[config.mk]
export PLATFORM = sky130hd
export DESIGN_NAME = uart_bank_regs
export DESIGN_NICKNAME = d
export VERILOG_FILES = /design/src/rtl/ubk_pkg.sv /design/src/rtl/ubk_decode.sv /design/src/rtl/ubk_readmux.sv /design/src/rtl/ubk_regfile.sv /design/src/rtl/uart_bank_regs.sv
export SDC_FILE = /design/constraint.sdc
export NUM_CORES = 1
export LEC_CHECK = 0
export ABC_AREA = 0
export BUFFER_PORTS_ARGS = -buffer_cell sky130_fd_sc_hd__buf_2
export CORE_MARGIN = 4
export CORE_UTILIZATION = 50
export CTS_CLUSTER_DIAMETER = 80
export DETAILED_ROUTE_END_ITERATION = 8
export PLACE_DENSITY_LB_ADDON = 0.05
export SLEW_MARGIN = 20
export SYNTH_ARGS = -nofsm -noshare
export SYNTH_HDL_FRONTEND = slang
export SYNTH_SLANG_ARGS = --single-unit
[constraint.sdc]
create_clock -name clk -period 3.59 [get_ports clk]
set_clock_uncertainty 0.2 [all_clocks]
set_input_delay 1.077 -clock clk [delete_from_list [all_inputs] [get_ports clk]]
set_output_delay 1.077 -clock clk [all_outputs]
set_load 0.01 [all_outputs]
[src/rtl/ubk_pkg.sv]
package ubk_pkg;

    localparam int DW         = 8;
    localparam int AW         = 3;
    localparam int SLOTS      = 4;
    localparam int BANKS      = 3;
    localparam int BANK_SEL_W = 2;
    localparam int SLOT_W     = $clog2(SLOTS);
    localparam int BANK_LSB   = 6;
    localparam int ENH_BIT    = 4;
    localparam int DLAB_BIT   = 7;
    localparam int HWID_BANK  = 2;
    localparam int HWID_SLOT  = 1;

    typedef logic [DW-1:0] byte_t;

    typedef enum logic [3:0] {
        S_NONE,
        S_RXTX,
        S_DLL,
        S_DLM,
        S_IER,
        S_FIFO,
        S_LCR,
        S_MCR,
        S_LSR,
        S_MSR,
        S_SCR,
        S_GOOD,
        S_EFR,
        S_BANK
    } sel_e;

    typedef struct packed {
        byte_t dll;
        byte_t dlm;
        byte_t ier;
        byte_t fcr;
        byte_t lcr;
        byte_t mcr;
        byte_t scr;
        byte_t efr;
        byte_t txb;
        logic  txp;
        byte_t rdata;
        logic [BANKS-1:0][SLOTS-1:0][DW-1:0] bank;
    } state_t;

endpackage

[src/rtl/ubk_decode.sv]
module ubk_decode
    import ubk_pkg::*;
#(
    parameter byte_t LCR_KEY = 8'hBF
) (
    input  logic [AW-1:0]         addr,
    input  byte_t                 lcr,
    input  logic [BANK_SEL_W-1:0] bank_sel,
    input  logic                  enh_on,
    output sel_e                  rd_sel,
    output sel_e                  wr_sel,
    output logic [BANK_SEL_W-1:0] bank_idx,
    output logic [SLOT_W-1:0]     slot_idx
);

    logic key_open;
    logic dlab;
    logic bank_ok;

    always_comb begin
        key_open = (lcr == LCR_KEY);
        dlab     = lcr[DLAB_BIT];
        bank_ok  = (int'(bank_sel) < BANKS);
        bank_idx = bank_sel;
        slot_idx = addr[SLOT_W-1:0];
        rd_sel   = S_NONE;
        wr_sel   = S_NONE;
        case (addr)
            3'd0: begin
                rd_sel = dlab ? S_DLL : S_RXTX;
                wr_sel = rd_sel;
            end
            3'd1: begin
                rd_sel = dlab ? S_DLM : S_IER;
                wr_sel = rd_sel;
            end
            3'd2: begin
                rd_sel = key_open ? S_EFR : S_FIFO;
                wr_sel = rd_sel;
            end
            3'd3: begin
                rd_sel = S_LCR;
                wr_sel = S_LCR;
            end
            default: begin
                if (key_open) begin
                    // upper offsets go to the selected bank
                    rd_sel = bank_ok ? S_BANK : S_NONE;
                    wr_sel = rd_sel;
                end else begin
                    case (addr[1:0])
                        2'd0: begin
                            rd_sel = S_MCR;
                            wr_sel = S_MCR;
                        end
                        2'd1:    rd_sel = S_LSR;
                        2'd2:    rd_sel = S_MSR;
                        default: begin
                            rd_sel = enh_on ? S_GOOD : S_SCR;
                            wr_sel = S_SCR;
                        end
                    endcase
                end
            end
        endcase
    end

endmodule

[src/rtl/ubk_readmux.sv]
module ubk_readmux
    import ubk_pkg::*;
#(
    parameter byte_t HW_ID = 8'hA5
) (
    input  sel_e                  rd_sel,
    input  logic [BANK_SEL_W-1:0] bank_idx,
    input  logic [SLOT_W-1:0]     slot_idx,
    input  byte_t                 dll,
    input  byte_t                 dlm,
    input  byte_t                 ier,
    input  byte_t                 lcr,
    input  byte_t                 mcr,
    input  byte_t                 scr,
    input  byte_t                 efr,
    input  logic [BANKS-1:0][SLOTS-1:0][DW-1:0] bank,
    input  byte_t                 rx_byte,
    input  byte_t                 int_ident,
    input  byte_t                 line_stat,
    input  byte_t                 modem_stat,
    input  logic [DW-2:0]         good_count,
    input  logic                  bad_flag,
    output byte_t                 rd_val
);

    always_comb begin
        rd_val = '0;
        case (rd_sel)
            S_RXTX: rd_val = rx_byte;
            S_DLL:  rd_val = dll;
            S_DLM:  rd_val = dlm;
            S_IER:  rd_val = ier;
            S_FIFO: rd_val = int_ident;
            S_LCR:  rd_val = lcr;
            S_MCR:  rd_val = mcr;
            S_LSR:  rd_val = line_stat;
            S_MSR:  rd_val = modem_stat;
            S_SCR:  rd_val = scr;
            S_GOOD: rd_val = {bad_flag, good_count};
            S_EFR:  rd_val = efr;
            S_BANK: begin
                for (int b = 0; b < BANKS; b++) begin
                    for (int s = 0; s < SLOTS; s++) begin
                        if (b == int'(bank_idx) && s == int'(slot_idx)) begin
                            rd_val = (b == HWID_BANK && s == HWID_SLOT) ? HW_ID : bank[b][s];
                        end
                    end
                end
            end
            default: rd_val = '0;
        endcase
    end

endmodule

[src/rtl/ubk_regfile.sv]
module ubk_regfile
    import ubk_pkg::*;
(
    input  logic                  clk,
    input  logic                  rst_n,
    input  logic                  bus_wr,
    input  logic                  bus_rd,
    input  byte_t                 wdata,
    input  sel_e                  wr_sel,
    input  logic [BANK_SEL_W-1:0] bank_idx,
    input  logic [SLOT_W-1:0]     slot_idx,
    input  byte_t                 rd_val,
    output state_t                st_q
);

    state_t st_d;

    always_comb begin
        st_d     = st_q;
        st_d.txp = 1'b0;
        if (bus_rd) begin
            st_d.rdata = rd_val;
        end
        if (bus_wr) begin
            case (wr_sel)
                S_RXTX: begin
                    st_d.txb = wdata;
                    st_d.txp = 1'b1;
                end
                S_DLL:  st_d.dll = wdata;
                S_DLM:  st_d.dlm = wdata;
                S_IER:  st_d.ier = wdata;
                S_FIFO: st_d.fcr = wdata;
                S_LCR:  st_d.lcr = wdata;
                S_MCR:  st_d.mcr = wdata;
                S_SCR:  st_d.scr = wdata;
                S_EFR:  st_d.efr = wdata;
                S_BANK: begin
                    for (int b = 0; b < BANKS; b++) begin
                        for (int s = 0; s < SLOTS; s++) begin
                            // identity slot is read-only
                            if (b == int'(bank_idx) && s == int'(slot_idx) &&
                                !(b == HWID_BANK && s == HWID_SLOT)) begin
                                st_d.bank[b][s] = wdata;
                            end
                        end
                    end
                end
                default: ;
            endcase
        end
    end

    always_ff @(posedge clk or negedge rst_n) begin
        if (!rst_n) begin
            st_q <= '0;
        end else begin
            st_q <= st_d;
        end
    end

endmodule

[src/rtl/uart_bank_regs.sv]
module uart_bank_regs
    import ubk_pkg::*;
#(
    parameter logic [7:0] LCR_KEY = 8'hBF,
    parameter logic [7:0] HW_ID   = 8'hA5
) (
    input  logic        clk,
    input  logic        rst_n,
    input  logic [2:0]  bus_addr,
    input  logic        bus_wr,
    input  logic        bus_rd,
    input  logic [7:0]  bus_wdata,
    output logic [7:0]  bus_rdata,
    input  logic [7:0]  rx_byte_i,
    input  logic [7:0]  int_ident_i,
    input  logic [7:0]  line_stat_i,
    input  logic [7:0]  modem_stat_i,
    input  logic [6:0]  good_count_i,
    input  logic        bad_flag_i,
    output logic        tx_push_o,
    output logic [7:0]  tx_byte_o,
    output logic [15:0] divisor_o,
    output logic [7:0]  int_enable_o,
    output logic [7:0]  fifo_ctl_o,
    output logic [7:0]  line_ctl_o,
    output logic [7:0]  modem_ctl_o,
    output logic [7:0]  feature_o,
    output logic [7:0]  xon1_o,
    output logic [7:0]  xon2_o,
    output logic [7:0]  xoff1_o,
    output logic [7:0]  xoff2_o,
    output logic [7:0]  rx_low_o,
    output logic [7:0]  rx_high_o,
    output logic [7:0]  rx_trig_o,
    output logic [7:0]  tx_thresh_o,
    output logic [7:0]  enum_o,
    output logic [7:0]  ext_ctl_o,
    output logic [7:0]  ctl_stat_o,
    output logic        key_active_o
);

    state_t                st;
    sel_e                  rd_sel;
    sel_e                  wr_sel;
    logic [BANK_SEL_W-1:0] bank_idx;
    logic [SLOT_W-1:0]     slot_idx;
    byte_t                 rd_val;

    ubk_decode #(.LCR_KEY(LCR_KEY)) u_decode (
        .addr     (bus_addr),
        .lcr      (st.lcr),
        .bank_sel (st.efr[BANK_LSB +: BANK_SEL_W]),
        .enh_on   (st.efr[ENH_BIT]),
        .rd_sel   (rd_sel),
        .wr_sel   (wr_sel),
        .bank_idx (bank_idx),
        .slot_idx (slot_idx)
    );

    ubk_readmux #(.HW_ID(HW_ID)) u_readmux (
        .rd_sel     (rd_sel),
        .bank_idx   (bank_idx),
        .slot_idx   (slot_idx),
        .dll        (st.dll),
        .dlm        (st.dlm),
        .ier        (st.ier),
        .lcr        (st.lcr),
        .mcr        (st.mcr),
        .scr        (st.scr),
        .efr        (st.efr),
        .bank       (st.bank),
        .rx_byte    (rx_byte_i),
        .int_ident  (int_ident_i),
        .line_stat  (line_stat_i),
        .modem_stat (modem_stat_i),
        .good_count (good_count_i),
        .bad_flag   (bad_flag_i),
        .rd_val     (rd_val)
    );

    ubk_regfile u_regfile (
        .clk      (clk),
        .rst_n    (rst_n),
        .bus_wr   (bus_wr),
        .bus_rd   (bus_rd),
        .wdata    (bus_wdata),
        .wr_sel   (wr_sel),
        .bank_idx (bank_idx),
        .slot_idx (slot_idx),
        .rd_val   (rd_val),
        .st_q     (st)
    );

    assign bus_rdata    = st.rdata;
    assign tx_push_o    = st.txp;
    assign tx_byte_o    = st.txb;
    assign divisor_o    = {st.dlm, st.dll};
    assign int_enable_o = st.ier;
    assign fifo_ctl_o   = st.fcr;
    assign line_ctl_o   = st.lcr;
    assign modem_ctl_o  = st.mcr;
    assign feature_o    = st.efr;
    assign xon1_o       = st.bank[0][0];
    assign xon2_o       = st.bank[0][1];
    assign xoff1_o      = st.bank[0][2];
    assign xoff2_o      = st.bank[0][3];
    assign rx_low_o     = st.bank[1][0];
    assign rx_high_o    = st.bank[1][1];
    assign rx_trig_o    = st.bank[1][2];
    assign tx_thresh_o  = st.bank[1][3];
    assign enum_o       = st.bank[2][0];
    assign ext_ctl_o    = st.bank[2][2];
    assign ctl_stat_o   = st.bank[2][3];
    assign key_active_o = (st.lcr == LCR_KEY);

endmodule

==> results.toml <==
[status]
status = "completed"

[die]
start_util_pct = 51.4
die_w_um = 147
dieHeight_um = 147
row_count = 50
io_pins = 217
core_mm2 = 0.0189
dieArea_mm2 = 0.0217

[clocking]
cts_made_buffers = 17
clk_latency_ps = 430
clk_pin_slew_ps = 70
root_buffer = "clkbuf_16"
postCtsHoldBufs = 0
cts_buffer_depth = 2
cts_tree = "done"
cts_setup_buffers = 0
post_cts_resized = 0
cts_num_sinks = 169
h-tree-depth = 4

[power_and_ir_drop]
leakage_nw = 5.68
ir_drop_mv = 0.374
power-per-cell-area_mw_per_mm2 = 564

[timing]
rsz0062_at_grt = "yes"
setup_viol_count_final = 0
fin_crit_sh_pct = 98.4
fmax_mhz = 283
fin_ws_ps = 59.1
slew_viol_final = 0
tightest_slew_ps = 664
max_slew_margin_pct = 55.8
period_minus_slack_ps = 3530
timing_hold_violations_final = 0

[setup_path]
path_buf_inv = 5
max_stage_delay_ps = 610
critPathLaunchType = "input port"
crit_type = "input port to flop"
crit_path_frequent_cell = "buf_4"
crit_chain = "buf_2, inv_1, ha_1, buf_4, buf_4, nor3_1, nor2_1, a2111oi_0, buf_4, o31ai_1, a31oi_1, a32oi_1"
cp-end-kind = "flop"
cp_slowest_cell = "a2111oi_0"
path_delay_family = "compound AO/OA/AOI/OAI gates"
reg2reg_slack_ps = 460
critPathMaxFanout = 7
cp.required_ps = 3690
r2r_start = "u_regfile.st_q[120]$_DFFE_PN0P_"
r2r_end = "u_regfile.st_q[98]$_DFFE_PN0P_"
reg2reg_depth = 8
worst-endpoint-arrival_ps = 3630
crit_cells = 12

[global_routing]
grt_pass1_wl_um = 48900
grt_usage_pct = 29.5
grt_start_max_net_pins = 65
overflow = 0
antenna_found_initial = 0
grt_pass1_vias = 7811

[finish]
largest_registers = "u_regfile.st_q (169)"
finalNetCount = 1099
final_util_pct = 60.7
layout-drive-gt1-share_pct = 54.1
largest-register = "u_regfile.st_q"
largest_reg_flops = 169
area_growth_pct = 18.1

[yosys]
synth.ff_latch_count = 169
syn_inst = 888
synth_area_mm2 = 0.00970
ys_warn_count = 0
synth_commonest_cells = "dfrtp_1 (169), mux2_2 (162), buf_4 (160), nand2_1 (60), clkbuf_1 (33)"
post-synth-top-count-cell = "dfrtp_1"
synth_area_leaders = "dfrtp_1 (44%), mux2_2 (19%), buf_4 (12%), nand2_1 (2.3%), a21oi_1 (1.4%)"
syn_avg_cell_area_um2 = 10.9
async_reset_ff_share_pct = 100
synthesis.nets = 949
synth_ff_type = "dfrtp_1"
synth_edf_count = 0
yosysUniqueCellTypes = 72
yosysSeqAreaShare_pct = 43.6
synth_top_area_share_pct = 43.6
yosysTopAreaCell = "dfrtp_1"

[worst_hold_path]
hp-start = "u_regfile.st_q[146]$_DFFE_PN0P_"
holdPathEnd = "u_regfile.st_q[146]$_DFFE_PN0P_"
hold_class = "flop to flop"
min_path_cells = 1

[route]
via_per_inst = 5.82
dr.pass1.iters = 5
drc = 0
ant_nets = 0
finalWirelength_um = 32200
vias = 7635
wl_per_cell_um = 24.6
drtIter0Drc = 612

[placed_design]
dpl.hpwl_um = 24000
io_buffer_count = 216
place.gp.congestion = 0.950
place_ws_ps = -399

[job]
max_cap_viol_count = 0
-- power by group --
part           leakage [nW]  internal, mW  switching [mW]  total (mW)
registers              2.21          2.29           0.398        2.69
clock network         0.283          1.07           0.858        1.92
logic                  3.19         0.881           0.973        1.85
-- cell type report --
class	instances	area (µm²)
clock inverters	13	159
repair buffers	339	2150
inverters	9	33.8
diodes	1	2.50
well taps	260	325
clock buffers	19	443
multi-input cells	502	4120
fillers	1698	7430
flip-flops and latches	169	4230
-- routing by layer --
| layer | track usage (%) | part of all wire [%] | vias up |
|---|---|---|---|
| li1 | - | - | 3352 |
| met1 | 43.8 | 47 | 3961 |
| met2 | 45.6 | 46 | 287 |
| met3 | 4.16 | 5.4 | 35 |
| met4 | 8.01 | 1.8 | 0 |
| met5 | 0 | 0 | - |
-- cell usage in the layout, fill, tap and decap left out, types with 3 or more instances in the layout --
| cell | n |
|---|---|
| a2111oi_0 | 4 |
| a211oi_1 | 6 |
| a21oi_1 | 28 |
| a221o_1 | 4 |
| a221oi_1 | 10 |
| a22o_1 | 4 |
| a22oi_1 | 9 |
| a31oi_1 | 3 |
| a32oi_1 | 9 |
| and3_1 | 6 |
| buf_12 | 11 |
| buf_2 | 215 |
| buf_4 | 112 |
| clkbuf_16 | 17 |
| clkinvlp_4 | 4 |
| dfrtp_1 | 169 |
| ha_1 | 4 |
| inv_1 | 8 |
| inv_6 | 3 |
| inv_8 | 3 |
| mux2_2 | 162 |
| mux2i_1 | 14 |
| nand2_1 | 59 |
| nand2b_1 | 7 |
| nand3_1 | 12 |
| nor2_1 | 22 |
| nor2_2 | 7 |
| nor2b_1 | 4 |
| nor3_1 | 15 |
| nor3_2 | 4 |
| nor4_1 | 3 |
| o211ai_1 | 6 |
| o21ai_0 | 23 |
| o221ai_1 | 6 |
| o22ai_1 | 9 |
| o31a_1 | 4 |
-- through the flow --
step	setup TNS [ps]	instance area [µm²]	total power, mW	hold WS, ps	std cells
2_1_floorplan	-51.1	9740	4.04	256	888
3_3_place_gp	-26400	10800	4.51	287	1279
3_5_place_dp	-34530	10800	4.55	292	1279
4_1_cts	0	11400	6.47	308	1311
5_1_grt	-107	11500	6.74	312	1311
6_report	0	11500	6.46	303	1312
-- cells by family (layout without fill, tap and decap cells) --
| family | count (synthesis) | after routing | synth area share, % |
|---|---|---|---|
| DFF | 169 | 169 | 43.6 |
| and+or+nand+nor | 165 | 165 | 8.96 |
| muxes | 177 | 177 | 20.4 |
| AOI/OAI and AO/OA | 154 | 154 | 11.6 |
| buffers and inverters | 217 | 380 | 14.7 |
| adders and majority gates | 6 | 6 | 0.774 |
| other | 0 | 1 | 0 |
-- worst max path at each step --
stage	from	to	slack (ps)
finish	bus_addr[1]	u_regfile.st_q[98]$_DFFE_PN0P_	60
global route	bus_addr[1]	u_regfile.st_q[6]$_DFFE_PN0P_	-40
CTS	bus_addr[1]	u_regfile.st_q[101]$_DFFE_PN0P_	30
detailed placement	bus_addr[1]	u_regfile.st_q[101]$_DFFE_PN0P_	-400
global placement	bus_addr[0]	u_regfile.st_q[136]$_DFFE_PN0P_	-300
floorplan	bus_addr[0]	u_regfile.st_q[103]$_DFFE_PN0P_	-20
(Power assumes the default switching activity.)
